`config.mk`:
```
export PLATFORM = sky130hd
export DESIGN_NAME = instr_prefetch_queue
export DESIGN_NICKNAME = d
export VERILOG_FILES = /design/src/rtl/ipq_pkg.sv /design/src/rtl/ipq_fetch_ctrl.sv /design/src/rtl/ipq_byte_buf.sv /design/src/rtl/instr_prefetch_queue.sv
export SDC_FILE = /design/constraint.sdc
export NUM_CORES = 1
export LEC_CHECK = 0
export ABC_AREA = 1
export BUFFER_PORTS_ARGS = -buffer_cell sky130_fd_sc_hd__clkbuf_2
export CORE_ASPECT_RATIO = 1.2
export CORE_UTILIZATION = 40
export DETAILED_ROUTE_END_ITERATION = 10
export PLACE_DENSITY = 0.65
export RECOVER_POWER = 100
export SLEW_MARGIN = 15
export SYNTH_ARGS = -nofsm -noshare
export SYNTH_HDL_FRONTEND = slang
export SYNTH_HIERARCHICAL = 1
export SYNTH_SLANG_ARGS = --single-unit
```
`constraint.sdc`:
```
create_clock -name clk -period 4.9 [get_ports clk]
set_input_delay 0 -clock clk [delete_from_list [all_inputs] [get_ports clk]]
set_output_delay 0 -clock clk [all_outputs]
set_load 0.005 [all_outputs]
```
`src/rtl/ipq_pkg.sv`:
```
// Shared helpers for the instruction byte prefetch queue.
// Assumes callers widen counts to 8 bits before use.
package ipq_pkg;

    // Number of bytes that can actually leave: the request, capped by what is held.
    function automatic logic [7:0] clamp_take(logic [7:0] want, logic [7:0] have);
        return (want > have) ? have : want;
    endfunction

endpackage

```
`src/rtl/ipq_fetch_ctrl.sv`:
```
// Fetch-side control: keeps the next fetch address, counts chunks owed on the
// current path (live) and on abandoned paths (stale), and raises a request only
// when the buffer has space reserved for every live chunk plus the new one.
// Assumes responses come back in request order and never outnumber requests.
module ipq_fetch_ctrl #(
    parameter int            DEPTH      = 15,
    parameter int            CHUNK      = 4,
    parameter int            AW         = 32,
    parameter int            MAX_OUT    = 6,
    parameter logic [AW-1:0] RESET_ADDR = '0,
    localparam int           CNTW       = $clog2(DEPTH + 1),
    localparam int           OW         = $clog2(MAX_OUT + 1)
) (
    input  logic            clk,
    input  logic            rst_n,
    input  logic            redirect_i,
    input  logic [AW-1:0]   redirect_addr_i,
    input  logic [CNTW-1:0] occ_i,
    input  logic            req_ready_i,
    input  logic            rsp_valid_i,
    output logic            req_valid_o,
    output logic [AW-1:0]   req_addr_o,
    output logic            accept_o,
    output logic [OW-1:0]   live_o,
    output logic [OW-1:0]   stale_o
);
    localparam int SW = $clog2(DEPTH + CHUNK * (MAX_OUT + 1) + 1) + 1;

    logic [OW-1:0] live_q, stale_q;
    logic [AW-1:0] addr_q;
    logic [SW-1:0] need;
    logic          room, slots, fire, hit_stale;

    // Space and slot tests for issuing one more chunk request.
    assign need        = SW'(occ_i) + SW'(CHUNK) * (SW'(live_q) + SW'(1));
    assign room        = need <= SW'(DEPTH);
    assign slots       = (SW'(live_q) + SW'(stale_q)) < SW'(MAX_OUT);
    assign req_valid_o = !redirect_i && room && slots;
    assign fire        = req_valid_o && req_ready_i;
    assign hit_stale   = rsp_valid_i && (stale_q != '0);
    assign accept_o    = rsp_valid_i && !hit_stale && !redirect_i;
    assign req_addr_o  = addr_q;
    assign live_o      = live_q;
    assign stale_o     = stale_q;

    // Outstanding counters and fetch pointer; a redirect turns live chunks stale.
    always_ff @(posedge clk) begin
        if (!rst_n) begin
            live_q  <= '0;
            stale_q <= '0;
            addr_q  <= RESET_ADDR;
        end else if (redirect_i) begin
            live_q  <= '0;
            stale_q <= stale_q + live_q - OW'(rsp_valid_i);
            addr_q  <= redirect_addr_i;
        end else begin
            live_q  <= live_q + OW'(fire) - OW'(rsp_valid_i && !hit_stale);
            stale_q <= stale_q - OW'(hit_stale);
            if (fire) begin
                addr_q <= addr_q + AW'(CHUNK);
            end
        end
    end

endmodule

```
`src/rtl/ipq_byte_buf.sv`:
```
// Byte storage: removes a clamped number of head bytes, shifts the rest to
// position zero and writes an accepted chunk straight after the leftovers.
// Assumes the fetch control has reserved room for any chunk it writes.
// Keeps every byte at or above the occupancy at zero.
module ipq_byte_buf #(
    parameter int            DEPTH      = 15,
    parameter int            CHUNK      = 4,
    parameter int            AW         = 32,
    parameter logic [AW-1:0] RESET_ADDR = '0,
    localparam int           CNTW       = $clog2(DEPTH + 1)
) (
    input  logic               clk,
    input  logic               rst_n,
    input  logic               redirect_i,
    input  logic [AW-1:0]      redirect_addr_i,
    input  logic [CNTW-1:0]    consume_i,
    input  logic               wr_en_i,
    input  logic [CHUNK*8-1:0] wr_data_i,
    output logic [CNTW-1:0]    occ_o,
    output logic [AW-1:0]      base_addr_o,
    output logic [DEPTH*8-1:0] win_bytes_o,
    output logic [DEPTH-1:0]   win_valid_o
);
    import ipq_pkg::*;

    logic [DEPTH*8-1:0] data_q, shifted, nxt_bytes;
    logic [CNTW-1:0]    occ_q, eff, remaining, occ_nxt;
    logic [AW-1:0]      base_q;

    // Clamp the consume, drop the head bytes, and work out the new fill level.
    assign eff       = CNTW'(clamp_take(8'(consume_i), 8'(occ_q)));
    assign remaining = occ_q - eff;
    assign shifted   = data_q >> {eff, 3'b000};
    assign occ_nxt   = remaining + (wr_en_i ? CNTW'(CHUNK) : '0);

    // Per byte: take the chunk byte when it lands here, else the shifted byte.
    for (genvar gi = 0; gi < DEPTH; gi++) begin : g_slot
        logic [CNTW-1:0]    rel;
        logic               in_slot;
        logic [CHUNK*8-1:0] wr_sh;
        assign rel     = CNTW'(gi) - remaining;
        assign in_slot = wr_en_i && (CNTW'(gi) >= remaining) && (rel < CNTW'(CHUNK));
        assign wr_sh   = wr_data_i >> {rel, 3'b000};
        assign nxt_bytes[gi*8 +: 8] = in_slot ? wr_sh[7:0] : shifted[gi*8 +: 8];
        assign win_valid_o[gi]      = CNTW'(gi) < occ_q;
    end

    // Buffer state; a redirect clears contents and re-bases the head.
    always_ff @(posedge clk) begin
        if (!rst_n) begin
            data_q <= '0;
            occ_q  <= '0;
            base_q <= RESET_ADDR;
        end else if (redirect_i) begin
            data_q <= '0;
            occ_q  <= '0;
            base_q <= redirect_addr_i;
        end else begin
            data_q <= nxt_bytes;
            occ_q  <= occ_nxt;
            base_q <= base_q + AW'(eff);
        end
    end

    assign occ_o       = occ_q;
    assign base_addr_o = base_q;
    assign win_bytes_o = data_q;

endmodule

```
`src/rtl/instr_prefetch_queue.sv`:
```
// Top of the instruction byte prefetch queue: joins the fetch control and the
// byte buffer. Assumes the decoder reads the window before it returns a count,
// and that the memory answers requests in order with whole chunks.
module instr_prefetch_queue #(
    parameter int            DEPTH      = 15,
    parameter int            CHUNK      = 4,
    parameter int            AW         = 32,
    parameter int            MAX_OUT    = 6,
    parameter logic [AW-1:0] RESET_ADDR = '0,
    localparam int           CNTW       = $clog2(DEPTH + 1),
    localparam int           OW         = $clog2(MAX_OUT + 1)
) (
    input  logic               clk,
    input  logic               rst_n,
    input  logic               redirect_i,
    input  logic [AW-1:0]      redirect_addr_i,
    input  logic [CNTW-1:0]    consume_i,
    output logic               req_valid_o,
    output logic [AW-1:0]      req_addr_o,
    input  logic               req_ready_i,
    input  logic               rsp_valid_i,
    input  logic [CHUNK*8-1:0] rsp_data_i,
    output logic [DEPTH*8-1:0] win_bytes_o,
    output logic [DEPTH-1:0]   win_valid_o,
    output logic [AW-1:0]      win_addr_o
);
    logic [CNTW-1:0] occ;
    logic            accept;
    logic [OW-1:0]   live_cnt, stale_cnt;

    ipq_fetch_ctrl #(
        .DEPTH(DEPTH), .CHUNK(CHUNK), .AW(AW), .MAX_OUT(MAX_OUT), .RESET_ADDR(RESET_ADDR)
    ) u_fetch (
        .clk(clk), .rst_n(rst_n),
        .redirect_i(redirect_i), .redirect_addr_i(redirect_addr_i),
        .occ_i(occ), .req_ready_i(req_ready_i), .rsp_valid_i(rsp_valid_i),
        .req_valid_o(req_valid_o), .req_addr_o(req_addr_o),
        .accept_o(accept), .live_o(live_cnt), .stale_o(stale_cnt)
    );

    ipq_byte_buf #(
        .DEPTH(DEPTH), .CHUNK(CHUNK), .AW(AW), .RESET_ADDR(RESET_ADDR)
    ) u_buf (
        .clk(clk), .rst_n(rst_n),
        .redirect_i(redirect_i), .redirect_addr_i(redirect_addr_i),
        .consume_i(consume_i), .wr_en_i(accept), .wr_data_i(rsp_data_i),
        .occ_o(occ), .base_addr_o(win_addr_o),
        .win_bytes_o(win_bytes_o), .win_valid_o(win_valid_o)
    );

endmodule

```
==> results of run 1 <==
[flip-flops by register name (all words and copies together), names as in the netlist]
| name | cells |
|---|---|
| u_buf/win_bytes_o | 120 |
| u_buf/base_addr_o | 32 |
| u_fetch/req_addr_o | 32 |
| u_buf/occ_o | 4 |
| u_fetch/live_o | 3 |
| u_fetch/stale_o | 3 |
[how the worst min path moves through the flow]
| stage | from | end | slack, ns |
|---|---|---|---|
| after global routing | rsp_data_i[9] | u_buf/win_bytes_o[49]$_SDFF_PP0_ | 0.10 |
| after floorplan | redirect_addr_i[24] | u_buf/base_addr_o[24]$_SDFF_PN0_ | 0.13 |
| after global placement | redirect_addr_i[0] | u_buf/base_addr_o[0]$_SDFF_PN0_ | 0.25 |
| after CTS | rsp_valid_i | u_fetch/stale_o[0]$_SDFF_PN0_ | 0.05 |
| after detailed placement | redirect_addr_i[28] | u_buf/base_addr_o[28]$_SDFF_PN0_ | 0.26 |
| final | rsp_valid_i | u_fetch/stale_o[0]$_SDFF_PN0_ | 0.07 |
[cell families after synthesis]
group                    after synthesis
buffers and inverters                506
XOR/XNOR                              34
AO/OA/AOI/OAI                        489
AND/OR/NAND/NOR                     1722
multiplexers                           1
flip-flops                           194
adder cells (fa/ha/maj)               34
[routing by layer]
metal,up-vias,wire length [microns]
met2,1365,38700
met3,275,8880
met4,0,6440
met1,9899,34000
li1,9957,-
met5,-,0
[area by class of cell]
type                       count  area share
inverter                     349      0.0687
tap                          539      0.0353
timing repair buffer         363       0.103
sequential                   194       0.204
clock inverter                13     0.00708
clock buffer                  18      0.0230
multi-input combinational   2280       0.559
[synth_stat cells, types with 4 or more instances]
| cell type | n |
|---|---|
| nand2_2 | 17 |
| nor2_2 | 11 |
| a21oi_1 | 96 |
| ha_1 | 29 |
| nor2_4 | 8 |
| o211ai_2 | 4 |
| nand3_2 | 8 |
| o21ai_0 | 262 |
| nor2_1 | 305 |
| buf_2 | 49 |
| o21ai_1 | 48 |
| xnor2_1 | 13 |
| nand3_1 | 329 |
| clkbuf_1 | 68 |
| a31oi_1 | 12 |
| or2_2 | 7 |
| nor3_1 | 26 |
| buf_4 | 14 |
| buf_6 | 15 |
| xor2_1 | 21 |
| fa_1 | 5 |
| nand4_1 | 13 |
| dfxtp_1 | 194 |
| o211ai_1 | 45 |
| inv_2 | 16 |
| inv_1 | 330 |
| nand2_1 | 979 |
| buf_1 | 11 |
| and2_1 | 6 |
| o31ai_1 | 4 |
| or2_1 | 4 |
[metrics by stage]
| step | std cells | setup WS (ns) |
|---|---|---|
| 3_3_place_gp | 3690 | 0.532 |
| 5_1_grt | 3756 | 0.0540 |
| 3_5_place_dp | 3690 | 0.487 |
| 6_report | 3756 | 0.342 |
| 4_1_cts | 3756 | 0.479 |
| 2_1_floorplan | 2980 | 0.766 |
[what timing repair did]
action / in CTS / in global routing
endpoints found under the hold margin: 65 / 0
endpoints found under the setup margin: 0 / 0
hold buffers: 35 / 0
[worst max-delay path: cells and delay by family, from the launching register on]
family | cells | cell delay (ns)
xor+xnor | 1 | 0.16
compound gates | 1 | 0.17
simple gates | 13 | 2.17
fa+ha+maj | 3 | 1.00
flops | 1 | 0.33
buf+inv | 5 | 0.61
==> qor.csv, run 1 <==
stage,metric,value,unit
floorplanning,coreArea,40900,sq um
timing,fmax,219,MHz
job,drv_cap,2,
placement,placedInstanceArea,18400,sq um
cells_and_area,area_growth_syn_to_layout,14.5,%
cts,clk_pin_slew,0.08,ns
outcome,violations,"capacitance limit, slew limit",
logic_synthesis,synth_flop_cell,dfxtp_1,
logic_synthesis,ys_ff_latch,194,
cts,cts-resized-gates,0,
logic_synthesis,synth.top_cell.area_share,0.233,
floorplanning,die_w,188,microns
global_routing,antenna_found_initial,1,
cells_and_area,multi_input_area,10700,sq um
global_routing,grt_max_degree,99,
timing,max-slew-margin-rel,-0.117,
logic_synthesis,synth_edf_count,0,
critical_path,required,5.26,ns
placement,gp_congestion,1.02,
global_routing,grt_first_pass_wirelength,126000,microns
critical_path,ff2ff_path_depth,23,
logic_synthesis,avgSynthCellArea,5.59,sq um
critical_path,startpoint,u_buf/occ_o[3]$_SDFF_PP0_,
logic_synthesis,synth.distinct_cells,49,
placement,io_buffers,272,
global_routing,use_met3,0.0855,
floorplanning,start_util,0.407,
timing,hold_violations,0,
cells_and_area,layout_commonest_cell,nand2_1,
timing,tightest_slew,1.68,ns
logic_synthesis,yosysTopAreaCell,dfxtp_1,
cells_and_area,fillCellCount,4565,
critical_path,critical_path.max_fanout,16,
global_routing,grt_use_met2,0.639,
cts,htreeDepth,4,
detailed_routing,firstDrtPassIters,6,
floorplanning,die_area,42500,sq um
critical_path,crit_chain,clkinv_1 > ha_1 > nand2_1 > clkinv_1 > nand3_1 > nand2_4 > nand2_4 > nand2_4 > inv_1 > ha_1 > fa_1 > nand3_1 > nand3_1 > nand3_1 > nor2_1 > nand2_1 > inv_1 > nand3_1 > nor3_1 > nand2_1 > xor2_1 > o21ai_0 > inv_1,
logic_synthesis,yosysWarnings,6,
logic_synthesis,async_reset_ff_frac,0,
logic_synthesis,syn-num-nets,3087,
critical_path,arrival,4.92,ns
logic_synthesis,seq_area_frac_synth,0.233,
global_routing,grt_use_total,0.405,
cts,clockBufferDepth,2,
cts,post_cts_buffers,0,
logic_synthesis,synth_xor_area_frac,0.0179,
critical_path,cpMostUsedCell,nand3_1,
detailed_routing,drc_errors,0,
global_routing,grt_most_used_layer,met2,
global_routing,gr-usage-met1,0.498,
critical_path,critPathKind,reg2reg,
critical_path,critical-path-slowest-cell,nor3_1,
logic_synthesis,synth_compound_area_frac,0.161,
cts,insertion_delay,0.48,ns
timing,hold_slack,0.0719,ns
logic_synthesis,synth_mux_area_frac,0.000600,
logic_synthesis,syn_area,16700,sq um
critical_path,timing.rr.end,u_buf/base_addr_o[26]$_SDFF_PN0_,
cts,cts.sinks,194,
critical_path,crit_path_end_kind,flop,
global_routing,grt_pass1_vias,19600,
logic_synthesis,synth.area.top_cells,"dfxtp_1 23%, nand2_1 22%, nand3_1 9.9%",
detailed_routing,antenna_left,0,
timing,rsz0062_at_grt,false,
logic_synthesis,synth_cells,2980,
cells_and_area,layout_common_cells,"984 x nand2_1, 336 x inv_1, 330 x nand3_1, 306 x nor2_1, 272 x o21ai_0",
floorplanning,die_h,226,microns
logic_synthesis,synth_top_family_by_area,simple AND/OR/NAND/NOR gates,
worst_hold_path,hold_class,in2reg,
critical_path,rrSetupSlack,0.34,ns
outcome,status,"complete, but fails checks",
timing,maxSlewViolCount,76,
detailed_routing,routed_wirelength,88100,microns
cts,clock-root-buffer,clkbuf_16,
cells_and_area,regArea,3880,sq um
placement,dpl.hpwl,67100,microns
critical_path,critPathLaunchType,flop,
cts,cts_buffers,17,
timing,finalSetupViolCount,0,
global_routing,gr-total-overflow,0,
critical_path,max_stage_delay,0.41,ns
floorplanning,rows,81,
timing,period_minus_slack,4.56,ns
detailed_routing,wl_per_cell,23.5,microns
critical_path,endpoint,u_buf/base_addr_o[26]$_SDFF_PN0_,
worst_hold_path,whs_path_depth,5,
cells_and_area,design_area,19100,sq um
logic_synthesis,synth-simple-area-share,0.433,
timing,period_share,0.930,
detailed_routing,via_count,21500,
timing,setup-tns-final,0,ns
detailed_routing,avgViaCountPerCell,5.72,
cells_and_area,fin_util,0.466,
cells_and_area,nNetsFinal,3312,
logic_synthesis,synthAdderAreaFrac,0.0278,
floorplanning,io_pins,273,
critical_path,r2r_start,u_buf/occ_o[3]$_SDFF_PP0_,
cts,cts_tree,yes,
detailed_routing,drt-initial-drc-count,2931,
cells_and_area,diodes,0,
timing,finClkSkew,0.0171,ns
cells_and_area,drive_gt1_frac,0.0939,
Power of run 1 is not shown: default switching activity piles up to over one toggle a cycle in this logic, so the estimate is an artifact.
==> run 2: changes to the inputs <==
--- a/config.mk
+++ b/config.mk
@@ -10,10 +10,10 @@
 export CORE_ASPECT_RATIO = 1.2
 export CORE_UTILIZATION = 40
 export DETAILED_ROUTE_END_ITERATION = 10
+export MAX_ROUTING_LAYER = met4
 export PLACE_DENSITY = 0.65
 export RECOVER_POWER = 100
 export SLEW_MARGIN = 15
 export SYNTH_ARGS = -nofsm -noshare
 export SYNTH_HDL_FRONTEND = slang
-export SYNTH_HIERARCHICAL = 1
 export SYNTH_SLANG_ARGS = --single-unit
==> run 2 against run 1 <==
Against the previous run:
- the flow still finishes with violations (capacitance limit, slew limit)
- critical path depth stayed put
- via count is 7.5% lower
- final cell count is 6.2% lower
- synthesized area is 5.8% lower
- setup slack better by 0.053 ns
- hold slack worse by 0.069 ns
- core utilization is 0.49 points higher
- critical path type unchanged
==> qor.csv, run 2 <==
stage,metric,value,unit,change
outcome,status,"complete, but fails checks",,unchanged
outcome,violations,"capacitance limit, slew limit",,unchanged
floorplanning,io_pins,273,,unchanged
detailed_routing,avgViaCountPerCell,5.64,,was 5.72
critical_path,path_depth,23,,unchanged
placement,place_inst,3459,,was 3690
global_routing,use_met3,0.0735,,was 0.0855
critical_path,max_stage_delay,0.51,ns,was 0.41 ns
global_routing,grt_use_met2,0.655,,was 0.639
power_and_ir_drop,irDropWorstVdd,0.335,mV,
logic_synthesis,yosysTopAreaCell,dfxtp_1,,unchanged
critical_path,endpoint,u_buf.win_bytes_o[69]$_SDFF_PP0_,,was u_buf/base_addr_o[26]$_SDFF_PN0_
logic_synthesis,async_reset_ff_frac,0,,unchanged
floorplanning,die_w,183,microns,was 188 microns
cts,post_cts_buffers,0,,unchanged
detailed_routing,antenna_left,0,,unchanged
logic_synthesis,synthTopCellsByCount,"971 x nand2_1, 277 x inv_1, 253 x o21ai_0",,"was 979 x nand2_1, 330 x inv_1, 329 x nand3_1"
floorplanning,start_util,0.405,,was 0.407
cells_and_area,nNetsFinal,3089,,was 3312
power_and_ir_drop,switching_share,0.572,,
placement,dpl_worst_slack,0.577,ns,was 0.487 ns
cells_and_area,area_growth_syn_to_layout,16.2,%,was 14.5%
critical_path,timing.rr.end,u_buf.win_bytes_o[69]$_SDFF_PP0_,,was u_buf/base_addr_o[26]$_SDFF_PN0_
critical_path,critical_path.max_fanout,35,,was 16
critical_path,crit_chain,inv_1 > ha_1 > nand2_1 > inv_1 > nand2_1 > nand2_1 > nand2_4 > nand2_1 > nand2_4 > ha_1 > inv_1 > ha_1 > clkinv_1 > buf_4 > nand4_1 > inv_1 > nand2_1 > nand2_2 > nand3_2 > inv_1 > nand2_1 > nand2_1 > nor2_1,,was clkinv_1 > ha_1 > nand2_1 > clkinv_1 > nand3_1 > nand2_4 > nand2_4 > nand2_4 > inv_1 > ha_1 > fa_1 > nand3_1 > nand3_1 > nand3_1 > nor2_1 > nand2_1 > inv_1 > nand3_1 > nor3_1 > nand2_1 > xor2_1 > o21ai_0 > inv_1
power_and_ir_drop,combPwrFrac,0.632,,
logic_synthesis,post-synth-top-count-cell,nand2_1,,unchanged
detailed_routing,via_count,19900,,was 21500
critical_path,critical-path-slowest-cell,dfxtp_1,,was nor3_1
critical_path,ff2ff_path_depth,23,,unchanged
cts,clk_pin_slew,0.09,ns,was 0.08 ns
critical_path,cp_top_family,simple AND/OR/NAND/NOR gates,,unchanged
critical_path,startpoint,u_buf.occ_o[2]$_SDFF_PP0_,,was u_buf/occ_o[3]$_SDFF_PP0_
logic_synthesis,synth-simple-area-share,0.409,,was 0.433
job,drv_cap,1,,was 2
timing,setup-tns-final,0,ns,unchanged
timing,maxSlewViolCount,35,,was 76
power_and_ir_drop,clockPowerShare,0.153,,
logic_synthesis,synth_top_family_by_area,simple AND/OR/NAND/NOR gates,,unchanged
critical_path,crit_buf_inv,7,,was 5
timing,rsz0062_at_grt,false,,unchanged
timing,period_minus_slack,4.51,ns,was 4.56 ns
power_and_ir_drop,fin_total_pwr,0.0100,W,
timing,fin_ws,0.395,ns,was 0.342 ns
critical_path,crit_path_end_kind,flop,,unchanged
critical_path,arrival,4.88,ns,was 4.92 ns
floorplanning,die_h,219,microns,was 226 microns
cells_and_area,layout.cells.non_filler,3525,,was 3756
logic_synthesis,synth_edf_count,0,,unchanged
detailed_routing,firstDrtPassIters,8,,was 6
logic_synthesis,synth.distinct_cells,55,,was 49
cts,clockBufferDepth,2,,unchanged
global_routing,grt_first_pass_wirelength,116000,microns,was 126000 microns
power_and_ir_drop,internal_power,0.00428,W,
logic_synthesis,seq_area_frac_synth,0.247,,was 0.233
critical_path,cpMostUsedCell,nand2_1,,was nand3_1
cts,cts-resized-gates,0,,unchanged
cells_and_area,layout_commonest_cell,nand2_1,,unchanged
floorplanning,coreArea,38700,sq um,was 40900 sq um
global_routing,grt_use_total,0.406,,was 0.405
global_routing,gr-usage-met1,0.459,,was 0.498
floorplanning,die_area,40100,sq um,was 42500 sq um
logic_synthesis,yosysWarnings,0,,was 6
cts,cts.sinks,194,,unchanged
logic_synthesis,synth_flop_cell,dfxtp_1,,unchanged
floorplanning,rows,79,,was 81
timing,finalSetupViolCount,0,,unchanged
timing,hold_violations,0,,unchanged
cts,cts_buffers,17,,unchanged
logic_synthesis,ys_ff_latch,194,,unchanged
critical_path,critPathLaunchType,flop,,unchanged
timing,finClkSkew,0.0210,ns,was 0.0171 ns
logic_synthesis,synthAdderAreaFrac,0.0266,,was 0.0278
power_and_ir_drop,power_density,549,nW/um^2,
logic_synthesis,syn_area,15700,sq um,was 16700 sq um
timing,period_share,0.919,,was 0.930
logic_synthesis,syn-num-nets,2859,,was 3087
logic_synthesis,avgSynthCellArea,5.70,sq um,was 5.59 sq um
placement,gp_congestion,1.06,,was 1.02
logic_synthesis,synth.top_cell.area_share,0.247,,was 0.233
detailed_routing,drt-initial-drc-count,2354,,was 2931
timing,hold_slack,0.00300,ns,was 0.0719 ns
cts,htreeDepth,4,,unchanged
detailed_routing,routed_wirelength,79000,microns,was 88100 microns
logic_synthesis,synth_xor_area_frac,0.0212,,was 0.0179
critical_path,critPathKind,reg2reg,,unchanged
timing,fmax,222,MHz,was 219 MHz
power_and_ir_drop,netSwitchingPower,0.00573,W,
logic_synthesis,synth_cells,2755,,was 2980
global_routing,grt_most_used_layer,met2,,unchanged
cells_and_area,drive_gt1_frac,0.0984,,was 0.0939
logic_synthesis,synth_compound_area_frac,0.179,,was 0.161
placement,io_buffers,272,,unchanged
critical_path,rrSetupSlack,0.39,ns,was 0.34 ns
timing,tightest_slew,1.62,ns,was 1.68 ns
detailed_routing,wl_per_cell,22.4,microns,was 23.5 microns
cts,clock-root-buffer,clkbuf_16,,unchanged
cts,insertion_delay,0.49,ns,was 0.48 ns
cells_and_area,largest_reg_flops,120,,unchanged
logic_synthesis,synth.area.top_cells,"dfxtp_1 25%, nand2_1 23%, o21ai_0 8.1%",,"was dfxtp_1 23%, nand2_1 22%, nand3_1 9.9%"
global_routing,grt_pass1_vias,18700,,was 19600
timing,max-slew-margin-rel,-0.0779,,was -0.117
global_routing,gr-total-overflow,0,,unchanged
critical_path,r2r_start,u_buf.occ_o[2]$_SDFF_PP0_,,was u_buf/occ_o[3]$_SDFF_PP0_
global_routing,antenna_found_initial,1,,unchanged
detailed_routing,drc_errors,0,,unchanged
cells_and_area,layout_common_cells,"974 x nand2_1, 281 x inv_1, 257 x o21ai_0, 250 x nand3_1, 206 x nor2_1",,"was 984 x nand2_1, 336 x inv_1, 330 x nand3_1, 306 x nor2_1, 272 x o21ai_0"
worst_hold_path,hold_class,in2reg,,unchanged
placement,dpl.hpwl,61500,microns,was 67100 microns
logic_synthesis,synth_mux_area_frac,0.00382,,was 0.000600
global_routing,grt_max_degree,106,,was 99
critical_path,required,5.27,ns,was 5.26 ns
power_and_ir_drop,power_frac_seq,0.215,,
cts,cts_tree,yes,,unchanged
power_and_ir_drop,leakage,8.37,nW,
==> run 2: power by group through the flow <==
stage / registers (W) / clock network [W] / logic (W)
4_1_cts: 0.00214 / 0.00153 / 0.00628
6_report: 0.00215 / 0.00153 / 0.00633
2_1_floorplan: 0.00203 / 0 / 0.00401
3_3_place_gp: 0.00217 / 0 / 0.00623
3_5_place_dp: 0.00217 / 0 / 0.00624
5_1_grt: 0.00216 / 0.00159 / 0.00691
==> run 2: through the flow <==
step,instance area (sq um),util
CTS,18500,0.476
finish,18200,0.471
floorplan,15700,-
global placement,17500,0.452
detailed placement,17500,0.452
global route,18200,0.471
==> run 2: worst min-delay path: cells and delay by family <==
family,cells,cell delay (ns)
adders and majority gates,1,0.12
AOI/OAI and AO/OA,1,0.08
and+or+nand+nor,1,0.10
buffers and inverters,2,0.15
==> run 2: kinds of logic (layout without fill, tap and decap cells) <==
logic type,count (synthesis),count (layout)
other cells,0,1
mux,6,6
xor+xnor,38,38
flops,194,194
simple gates,1538,1538
fa+ha+maj,31,31
compound gates,510,510
buf+inv,438,681
==> run 2: cell type report <==
type | instances | area (sq um)
Inverter | 292 | 1100
Timing Repair Buffer | 357 | 1910
Multi-Input combinational cell | 2123 | 10100
Fill cell | 4396 | 20500
Clock buffer | 18 | 439
Antenna cell | 1 | 2.50
Tap cell | 526 | 658
Sequential cell | 194 | 3880
Clock inverter | 14 | 176
==> run 2: how the worst min path moves through the flow <==
stage,slack (ns),depth (start not counted),end,start
after floorplan,0.11,2,u_buf.base_addr_o[26]$_SDFF_PN0_,redirect_addr_i[26]
after global placement,0.26,3,u_buf.base_addr_o[30]$_SDFF_PN0_,redirect_addr_i[30]
after detailed placement,0.26,3,u_buf.base_addr_o[30]$_SDFF_PN0_,redirect_addr_i[30]
after CTS,0.01,5,u_fetch.stale_o[0]$_SDFF_PN0_,rsp_valid_i
after global routing,0.08,5,u_fetch.stale_o[0]$_SDFF_PN0_,rsp_valid_i
final,0.003,5,u_fetch.stale_o[0]$_SDFF_PN0_,rsp_valid_i
==> run 2: repair_timing <==
item | 4_1_cts | 5_1_grt
hold buffers | 33 | 0
endpoints found under the hold margin | 64 | 0
setup endpoints to repair | 0 | 0
==> run 2: metal layers <==
| metal | vias up | wire, microns |
|---|---|---|
| li1 | 9346 | - |
| met1 | 9167 | 29700 |
| met2 | 1089 | 36500 |
| met3 | 275 | 6830 |
| met4 | 0 | 5980 |
| met5 | - | 0 |
Note: power is estimated with default switching activity, not from simulation.
